[src/rtl/pa_pkg.sv]
package pa_pkg;

  localparam int PARCEL_W = 16;
  localparam int INSTR_W  = 64;

  typedef struct packed {
    logic       push;     // store inParcel at the tail
    logic [2:0] popNum;   // parcels removed from the head
    logic       clear;    // drop everything
    logic [2:0] keepNum;  // parcels shown on the output
  } paStrobes_t;

  typedef struct packed {
    logic       bad;
    logic [1:0] code;
  } paLen_t;

  function automatic paLen_t lenDecode(input logic [6:0] low);
    paLen_t r;
    r.bad  = 1'b0;
    r.code = 2'd0;
    if (low[1:0] != 2'b11)             r.code = 2'd0;
    else if (low[4:2] != 3'b111)       r.code = 2'd1;
    else if (low[5] == 1'b0)           r.code = 2'd2;
    else if (low[6] == 1'b0)           r.code = 2'd3;
    else                               r.bad  = 1'b1;
    return r;
  endfunction

endpackage

[src/rtl/pa_buffer.sv]
module pa_buffer
  import pa_pkg::*;
#(
  parameter int DEPTH = 4,
  localparam int CW = $clog2(DEPTH + 1),
  localparam int FW = DEPTH * PARCEL_W
) (
  input  logic                clk,
  input  logic                rstN,
  input  paStrobes_t          strb,
  input  logic [PARCEL_W-1:0] inParcel,
  output logic [PARCEL_W-1:0] headParcel,
  output logic [CW-1:0]       cnt,
  output logic [INSTR_W-1:0]  instrOut
);

  logic [FW-1:0] bufQ, bufD, shifted, slotMask, slotData;
  logic [CW-1:0] cntQ, cntD, cntAfter;
  logic [INSTR_W-1:0] keepMask;

  always_comb begin
    shifted  = bufQ >> {strb.popNum, 4'b0000};
    cntAfter = cntQ - CW'(strb.popNum);
    slotMask = FW'({PARCEL_W{1'b1}}) << {cntAfter, 4'b0000};
    slotData = FW'(inParcel) << {cntAfter, 4'b0000};
    bufD     = shifted;
    cntD     = cntAfter;
    if (strb.push) begin
      bufD = (shifted & ~slotMask) | slotData;
      cntD = cntAfter + CW'(1);
    end
    if (strb.clear) begin
      bufD = '0;
      cntD = '0;
    end
  end

  always_ff @(posedge clk) begin
    if (!rstN) begin
      bufQ <= '0;
      cntQ <= '0;
    end else begin
      bufQ <= bufD;
      cntQ <= cntD;
    end
  end

  always_comb begin
    case (strb.keepNum)
      3'd1:    keepMask = 64'h0000_0000_0000_FFFF;
      3'd2:    keepMask = 64'h0000_0000_FFFF_FFFF;
      3'd3:    keepMask = 64'h0000_FFFF_FFFF_FFFF;
      3'd4:    keepMask = 64'hFFFF_FFFF_FFFF_FFFF;
      default: keepMask = '0;
    endcase
  end

  assign headParcel = bufQ[PARCEL_W-1:0];
  assign cnt        = cntQ;
  assign instrOut   = bufQ[INSTR_W-1:0] & keepMask;

endmodule

[src/rtl/pa_ctrl.sv]
module pa_ctrl
  import pa_pkg::*;
#(
  parameter int DEPTH = 4,
  localparam int CW = $clog2(DEPTH + 1)
) (
  input  logic                cnt_dummy_unused_n,
  input  logic [CW-1:0]       cnt,
  input  logic [PARCEL_W-1:0] headParcel,
  input  logic                flush,
  input  logic                inValid,
  input  logic                outReady,
  output paStrobes_t          strb,
  output logic                inReady,
  output logic                outValid,
  output logic [1:0]          outLen,
  output logic                errFlag
);

  paLen_t     dec;
  logic [2:0] need;
  logic       haveHead;
  logic       take;

  always_comb begin
    dec      = lenDecode(headParcel[6:0]);
    need     = {1'b0, dec.code} + 3'd1;
    haveHead = (cnt != '0) && !flush && cnt_dummy_unused_n;
    errFlag  = haveHead && dec.bad;
    outValid = haveHead && !dec.bad && (cnt >= CW'(need));
    inReady  = !flush && (cnt < CW'(DEPTH));
    take     = outValid && outReady;

    strb.push    = inValid && inReady;
    strb.clear   = flush;
    strb.popNum  = errFlag ? 3'd1 : (take ? need : 3'd0);
    strb.keepNum = outValid ? need : 3'd0;
  end

  assign outLen = dec.code;

endmodule

[src/rtl/pa_aligner.sv]
module pa_aligner
  import pa_pkg::*;
#(
  parameter int DEPTH = 4
) (
  input  logic        clk,
  input  logic        rstN,
  input  logic        flush,
  input  logic        inValid,
  output logic        inReady,
  input  logic [15:0] inParcel,
  output logic        outValid,
  input  logic        outReady,
  output logic [63:0] outInstr,
  output logic [1:0]  outLen,
  output logic        errFlag
);

  localparam int CW = $clog2(DEPTH + 1);

  paStrobes_t          strb;
  logic [PARCEL_W-1:0] headParcel;
  logic [CW-1:0]       cnt;

  pa_buffer #(.DEPTH(DEPTH)) u_buf (
    .clk        (clk),
    .rstN       (rstN),
    .strb       (strb),
    .inParcel   (inParcel),
    .headParcel (headParcel),
    .cnt        (cnt),
    .instrOut   (outInstr)
  );

  pa_ctrl #(.DEPTH(DEPTH)) u_ctrl (
    .cnt_dummy_unused_n (rstN),
    .cnt        (cnt),
    .headParcel (headParcel),
    .flush      (flush),
    .inValid    (inValid),
    .outReady   (outReady),
    .strb       (strb),
    .inReady    (inReady),
    .outValid   (outValid),
    .outLen     (outLen),
    .errFlag    (errFlag)
  );

endmodule

[config.mk]
export PLATFORM = sky130hd
export DESIGN_NAME = pa_aligner
export DESIGN_NICKNAME = d
export VERILOG_FILES = /design/src/rtl/pa_pkg.sv /design/src/rtl/pa_buffer.sv /design/src/rtl/pa_ctrl.sv /design/src/rtl/pa_aligner.sv
export SDC_FILE = /design/constraint.sdc
export NUM_CORES = 1
export LEC_CHECK = 0
export BUFFER_PORTS_ARGS = -buffer_cell sky130_fd_sc_hd__buf_4
export CAP_MARGIN = 20
export CORE_MARGIN = 10
export CORE_UTILIZATION = 57
export CTS_BUF_LIST = sky130_fd_sc_hd__clkbuf_8
export CTS_CLUSTER_DIAMETER = 50
export CTS_CLUSTER_SIZE = 10
export DETAILED_ROUTE_END_ITERATION = 6
export PLACE_DENSITY = 0.83
export SYNTH_ARGS = -nofsm -noshare
export SYNTH_HDL_FRONTEND = slang
export SYNTH_HIERARCHICAL = 1
export SYNTH_SLANG_ARGS = --single-unit
[constraint.sdc]
create_clock -name clk -period 5.2 [get_ports clk]
set_clock_uncertainty 0.05 [all_clocks]
set_input_delay 1.04 -clock clk [delete_from_list [all_inputs] [get_ports clk]]
set_output_delay 1.04 -clock clk [all_outputs]
set_load 0.03 [all_outputs]
=== After elaboration in Yosys (flattened, before gate mapping) ===
Index checks and enable logic that the tools add are counted.

* Register bits: 67
* Input bits: 21
* Output and inout port bits: 69
* Word-level logic and storage cells: 47

* Add/sub/neg operators: 3
* Magnitude comparators: 2
* Equal/unequal tests: 6
* Shift-type cells: 3
* Mux-type cells: 14
* Bitwise gates (word level): 5
* Reduce and logical (&&, ||, !) cells: 12

{| class="wikitable"
|+ Operators by type and width
! cell !! number
|-
| 64-bit one-hot mux with 4 select lines || 1
|-
| 64-bit bitwise AND || 2
|-
| 64-bit two-way mux || 1
|-
| 64-bit inverter || 1
|-
| 64-bit bitwise OR || 1
|-
| 16-bit by 7-bit << shifter with 64-bit output || 1
|-
| 16-bit by 7-bit << shifter with 64-bit output (first input constant) || 1
|-
| 64-bit by 7-bit >> shifter with 64-bit output || 1
|-
| 3-bit two-way mux || 4
|-
| 1-bit logical AND || 8
|-
| 2-bit two-way mux || 4
|-
| 3-bit by 2-bit equality test with 1-bit output (second input constant) || 2
|-
| 1-bit two-way mux || 4
|-
| 2-bit by 1-bit adder with 3-bit output (second input constant) || 1
|-
| 3-bit by 1-bit adder with 3-bit output (second input constant) || 1
|-
| 3-bit by 1-bit equality test with 1-bit output (second input constant) || 1
|-
| 3-bit equality test (second input constant) || 1
|-
| 3-bit greater-or-equal comparator || 1
|-
| 3-bit < comparator (second input constant) || 1
|-
| 3-bit != test (second input constant) || 1
|-
| 3-bit nonzero test || 1
|-
| 3-bit subtractor || 1
|-
| 1-bit zero test || 2
|-
| 2-bit != test (second input constant) || 1
|-
| 2 further kinds || 2
|}

=== Longest topological paths before layout ===
Gate-level depths: netlist (run 1).

* Word-level depth: 16
* Mapped depth: 17
* Depth with buffers taken out: 14

=== Cells and area by module ===
Netlist (run 1), hierarchy kept.

{| class="wikitable"
|+ By module, submodules not included
! module !! times used !! cells each !! area an instance (µm²) !! seq. area each (µm²)
|-
| pa_buffer || 1 || 477 || 3903.7 || 1341.3
|-
| pa_ctrl || 1 || 34 || 234.0 || 0.0
|}

=== Worst setup path before layout (run 1) ===
No wires, ideal clock.

* Path type: register to output
* Start: register u_buf.bufQ[4]
* End: output outInstr[16]
* Data arrival time: 3.499 ns
* Data required time: 4.110 ns
* Slack: 0.611 ns
* Cell stages (with the launch flop): 15
* Cell sequence: dfxtp_1 buf_4 nand3_1 or2_2 a21oi_1 ha_1 inv_1 ha_1 a21oi_4 nor3_1 nor2_1 and2_1 nor2_1 clkbuf_1 nor2b_1

{| class="wikitable"
|+ RTL lines
! what !! RTL line !! text
|-
| from (decl) || pa_buffer.sv:17 || <nowiki>logic [FW-1:0] bufQ, bufD, shifted, slotMask, slotData;</nowiki>
|-
| from (signal assigned) || pa_buffer.sv:43 || <nowiki>bufQ <= bufD;</nowiki>
|-
| to (decl) || pa_aligner.sv:14 || <nowiki>output logic [63:0] outInstr,</nowiki>
|}

==> results of run 1 <==
per-stage QoR:
stage               total power [mW]  cell area [um2]  instances  hold WS (ns)
floorplan                      0.576             4070        502         0.400
global placement               0.603             4720        650         0.420
detailed placement             0.604             4720        650         0.430
CTS                             1.03             4910        665         0.440
global route                    1.06             4930        666         0.468
finish                          1.03             4930        666         0.435
per-layer routing:
metal  part of all wire, %  vias to the layer above
li1                      -                     1857
met5                     0                        -
met2                    45                      267
met4                   2.3                        0
met1                    43                     1889
met3                   9.8                       30
power by group through the flow:
stage                     clock network [mW]  logic, mW  registers [mW]
after floorplan                            0     0.0437           0.532
after global placement                     0     0.0693           0.533
after detailed placement                   0     0.0707           0.534
after CTS                              0.438     0.0715           0.522
after global routing                   0.461     0.0782           0.522
final                                  0.437     0.0732           0.522
worst paths after layout:
path                                     start  slack, ns  cells past startpoint              to
worst min-delay path            u_buf/bufQ[52]       0.44                      2  u_buf/bufQ[52]
worst max register to register   u_buf/bufQ[2]       0.92                     14   u_buf/bufQ[2]
worst max-delay path             u_buf/bufQ[2]       0.28                     12     outInstr[1]
worst min register to register  u_buf/bufQ[52]       0.44                      2  u_buf/bufQ[52]
registers in the layout, summed over array words and instances (netlist names):
| name | cells |
|---|---|
| u_buf/cnt | 3 |
| u_buf/bufQ | 64 |
worst max-delay path, stage by stage, from the launching register on:
cell     delay, ns
dfxtp_1       0.36
nand3_1       0.13
or2_2         0.34
a21oi_1       0.22
ha_1          0.17
inv_1         0.08
maj3_2        0.33
a21oi_4       0.27
nor3_1        0.13
buf_4         0.22
xnor2_1       0.78
and2_1        0.28
buf_4         0.18
layout by cell type, fill, tap and decap left out, drive strengths merged, types with 2 or more instances in the layout:
master / n
mux2i: 64
a21oi: 4
clkbuf: 11
ha: 4
nor3: 25
and3: 16
nand3: 17
inv: 12
a22oi: 16
and2: 34
o21ai: 18
o2bb2ai: 16
nor4b: 2
xnor2: 2
o22ai: 16
buf: 101
nand2b: 4
nand2: 20
nor2: 86
dfxtp: 67
nor2b: 20
or2: 3
layout make-up:
class | instances | area (um2)
Timing Repair Buffer | 101 | 762
Inverter | 10 | 37.5
Tap cell | 96 | 120
Sequential cell | 67 | 1340
Clock buffer | 11 | 151
Multi-Input combinational cell | 377 | 2470
Clock inverter | 4 | 42.5
Fill cell | 569 | 1940
==> run summary, run 1 <==
Post-detail-place hpwl: 9.17 mm
Sort of element at the end of the critical path: primary output
Post-Syn Area: 4070 um2
Total CTS buffers: 9
Detailed Route Iter0 Violations: 482
CTS clock-pin slew for the worst setup and hold paths: 0.08 ns
Final setup violation count: 0
Worst Setup Slack post-DPL: 0.564 ns
Htree depth: 3
Slew Viols, Final: 0
Vertical die dimension: 105 um
Standard cell core area: 6870 um2
Pleak: 1.90 nW
Worst slew slack as a fraction of its limit: 35.4%
Setup TNS after final layout: 0 ns
Sw Share: 23.8%
Largest net degree at the start of global routing: 53
X dimension of the die: 105 um
Share of the cycle needed by the critical path after routing: 94.6%
Clk pwr share: 42.4%
Class of the most critical hold timing path: register to register
Initial antenna violation count: 0
Num rows: 30
Top-level port count: 90
Post-CTS Setup Inserts: 0
Post-detailed-route DRC marker count: 0
Max Cap Viol: 0
Critical path data arrival time: 3.83 ns
First drt pass iteration count: 5
Fin crit period: 4.92 ns
First-pass GRT wire length: 20.8 mm
Total number of nets in the final design: 592
GRT Max-Usage Layer: met2
Number of gates resized after CTS: 0
Worst vdd rail ir drop: 0.000167 V
CTS tree: built
Number of warning messages in the yosys log: 6
Post-route ant nets: 0
Maximum clock frequency: 0.203 GHz
Number of global-route vias before repair: 3,816
Post-Synthesis Net Count: 528
Sw Pwr: 0.246 mW
Syn_area_per_cell: 8.11 um2
Required @ worst endpoint: 4.11 ns
GR met3 Demand/Resource: 5.45%
Final wirelength: 13.3 mm
Via count: 4,043
Number of buffers between clock root and the deepest sink: 2
Layout Area Growth over Synthesis: 21.0%
Starting density of the core: 59.3%
Global router's overall resource usage: 23.1%
Placer's final routability congestion estimate: 0.898
Via-to-Cell Ratio: 6.07
Post-route worst setup slack: 0.283 ns
Avg WL per Cell: 19.9 um
Synthesized instance count: 502
Slew at the pin closest to its max-slew limit: 0.962 ns
Clock Latency Late Sink: 0.35 ns
Number of clock sinks: 67
Clock Root Buffer: clkbuf_8
Portion of total power attributed to sequential cells: 50.6%
Met2 Resource Use GR: 34.9%
Leftover overflow at the end of global routing: 0
Internal power: 0.786 mW
Total of buffers placed on input and output ports: 89
Type of the setup path with the least slack: register to primary output
Cts hold-fix bufs: 0
Setup repair after global routing missed its margin: no
Fraction of met1 tracks used by global routing: 30.9%
Number of endpoints with negative hold slack in the final report: 0
Power per standard cell area: 210 nW/um2
Portion of total power attributed to combinational logic: 7.1%
Die area: 10,900 um2
Antenna cell count: 0
Ratio of cells with drive above 1 in the final layout: 22.5%
Max Fanout on Critical Path: 18
Kind of start point of the critical path: register
Run status: finished clean
Utilization of the core after routing: 71.7%
Power figures use the tool's default switching activity.
==> inputs of run 2 (changes only) <==
Settings changed: CORE_UTILIZATION 57 to 55, CTS_BUF_LIST sky130_fd_sc_hd__clkbuf_8 to not set, PLACE_DENSITY 0.83 to 0.81.
==> run 2 against run 1 <==
Non-clock buffer count unchanged. Combinational power up 0.7%. Worst setup slack gained 0.22 ns. Clock power rose by 16%. Sequential cell count stayed put. Critical path type unchanged. Power is 6.7% higher. Largest power group unchanged. Cell area grew 0.84%. Final cell count is 0.60% higher.
==> run summary, run 2 (same netlist as run 1, synthesis figures left out) <==
Run status: finished clean
Standard cell core area: 7210 um2 (+5.0%)
Num rows: 31 (+3.3%)
Post-route worst setup slack: 0.502 ns (+0.218 ns)
Detailed Route Iter0 Violations: 464 (-3.7%)
Total number of nets in the final design: 592 (unchanged)
Worst Setup Slack post-DPL: 0.633 ns (+0.0687 ns)
Number of global-route vias before repair: 3,718 (-2.6%)
Total CTS buffers: 9 (unchanged)
Global router's overall resource usage: 22.6% (-0.53 points)
Setup repair after global routing missed its margin: no
CTS clock-pin slew for the worst setup and hold paths: 0.08 ns (about the same)
Kind of start point of the critical path: register
Share of the cycle needed by the critical path after routing: 90.4% (-4.2 points)
First-pass GRT wire length: 20.6 mm (-1.0%)
CTS tree: built
X dimension of the die: 106 um (+1.5%)
Class of the most critical hold timing path: register to register
Cell count after placement: 653 (+0.46%)
Number of clock sinks: 67 (unchanged)
Ratio of cells with drive above 1 in the final layout: 22.9% (+0.49 points)
Post-detailed-route DRC marker count: 0 (unchanged)
Avg WL per Cell: 19.8 um (-0.79%)
Vertical die dimension: 106 um (+1.5%)
Worst path slowest cell: dfxtp_1
Initial antenna violation count: 0 (unchanged)
Worst slew slack as a fraction of its limit: 28.4% (-7.0 points)
Power per standard cell area: 222 nW/um2 (+5.8%)
Clock Root Buffer: clkbuf_8
Most common cell after layout, fill and taps aside: buf_4
Antenna cell count: 0 (unchanged)
Leftover overflow at the end of global routing: 0 (unchanged)
Max Fanout on Critical Path: 18 (unchanged)
Critical path data arrival time: 3.61 ns (-0.22 ns)
Clock Latency Late Sink: 0.36 ns (about the same)
Layout Area Growth over Synthesis: 22.0%
Placer's final routability congestion estimate: 0.929 (+3.4%)
Number of buffers between clock root and the deepest sink: 2 (unchanged)
Cells along the critical path: nand3_1 > o21bai_1 > inv_1 > ha_1 > inv_1 > maj3_2 > a21oi_4 > nor3_1 > buf_4 > and2_1 > nor2_1 > buf_4 > nor2b_1 > buf_4
Cell Count, Final, Fillers Out: 670 (+0.60%)
Post-route ant nets: 0 (unchanged)
Slew at the pin closest to its max-slew limit: 1.07 ns (+0.107 ns)
WHS: 0.441 ns (+0.00614 ns)
Largest net degree at the start of global routing: 53 (unchanged)
Setup TNS after final layout: 0 ns (unchanged)
Final wirelength: 13.2 mm (-0.20%)
Total of buffers placed on input and output ports: 89 (unchanged)
Pleak: 1.91 nW (+0.64%)
First drt pass iteration count: 5 (unchanged)
Number of endpoints with negative hold slack in the final report: 0 (unchanged)
Maximum clock frequency: 0.213 GHz (+4.6%)
Required @ worst endpoint: 4.11 ns (about the same)
Starting density of the core: 56.4% (-2.8 points)
Top-level port count: 90 (unchanged)
Max Cap Viol: 0 (unchanged)
Via-to-Cell Ratio: 5.97 (-1.6%)
Most frequent CP cell: buf_4
Worst vdd rail ir drop: 0.000211 V (+26%)
Register ranked first by flip-flop count: u_buf/bufQ
Slew Viols, Final: 0 (unchanged)
Max incr delay on CP: 0.36 ns (-0.42 ns)
Die area: 11,200 um2 (+2.9%)
Htree depth: 3 (unchanged)
Post-CTS Setup Inserts: 0 (unchanged)
Fin crit period: 4.70 ns (-0.218 ns)
Largest register FFs: 64 (unchanged)
Via count: 4,001 (-1.0%)
Post-detail-place hpwl: 9.21 mm (+0.48%)
Post-route total power: 1.10 mW (+6.7%)
Type of the setup path with the least slack: register to primary output
Final setup violation count: 0 (unchanged)
Sort of element at the end of the critical path: primary output
Commonest cells after routing, fill and taps aside: 101 x buf_4, 86 x nor2_1, 67 x dfxtp_1, 64 x mux2i_1, 34 x and2_1
[run 2: changes by cell type in the layout (fill, tap and decap cells not counted), sizes merged]
cell      previous run  this run
bufinv               1         2
clkbuf              11        12
clkinvlp             0         1
inv                 12        10
[run 2: worst max-delay path, delay by kind of cell (launching register included)]
| kind | cells | cell delay (ns) |
|---|---|---|
| fa+ha+maj | 2 | 0.63 |
| compound gates | 2 | 0.58 |
| flops | 1 | 0.36 |
| simple gates | 5 | 0.81 |
| buf+inv | 5 | 0.84 |
[run 2: per-stage QoR]
step                      util, %  cell area (um2)
after detailed placement     65.5             4720
after CTS                    68.6             4950
after global placement       65.4             4720
final                        68.9             4970
after floorplan                 -             4070
after global routing         68.9             4970
[run 2: timing repair]
item	in CTS	in global routing
setup endpoints to repair	0	14
gates resized for setup	0	1
hold buffers	0	0
[run 2: final timing paths]
| kind | cells after the start | startpoint | slack, ns | end |
|---|---|---|---|---|
| worst max-delay path | 14 | u_buf/bufQ[4] | 0.50 | outInstr[26] |
| worst min-delay path | 2 | u_buf/bufQ[52] | 0.44 | u_buf/bufQ[52] |
| worst max register to register | 14 | u_buf/bufQ[4] | 0.85 | u_buf/bufQ[6] |
| worst min register to register | 2 | u_buf/bufQ[52] | 0.44 | u_buf/bufQ[52] |
[run 2: cell type report]
| type | count | area [um2] |
|---|---|---|
| clock buffer | 12 | 155 |
| clock inverter | 4 | 72.6 |
| fill | 609 | 2250 |
| inverter | 10 | 37.5 |
| multi-input combinational | 377 | 2480 |
| sequential | 67 | 1340 |
| tap | 99 | 124 |
| timing repair buffer | 101 | 758 |
[run 2: power breakdown]
part	internal, mW	switching [mW]
registers	0.518	0.00413
logic	0.0273	0.0463
clock network	0.296	0.211
[run 2: layer usage]
layer	GRT usage [%]	wire length (um)	vias up	part of all wire (%)
li1	-	-	1858	-
met1	30.4	5610	1876	42
met2	34.0	5920	240	45
met3	6.94	1460	27	11
met4	6.77	265	0	2.0
met5	0	0	-	0
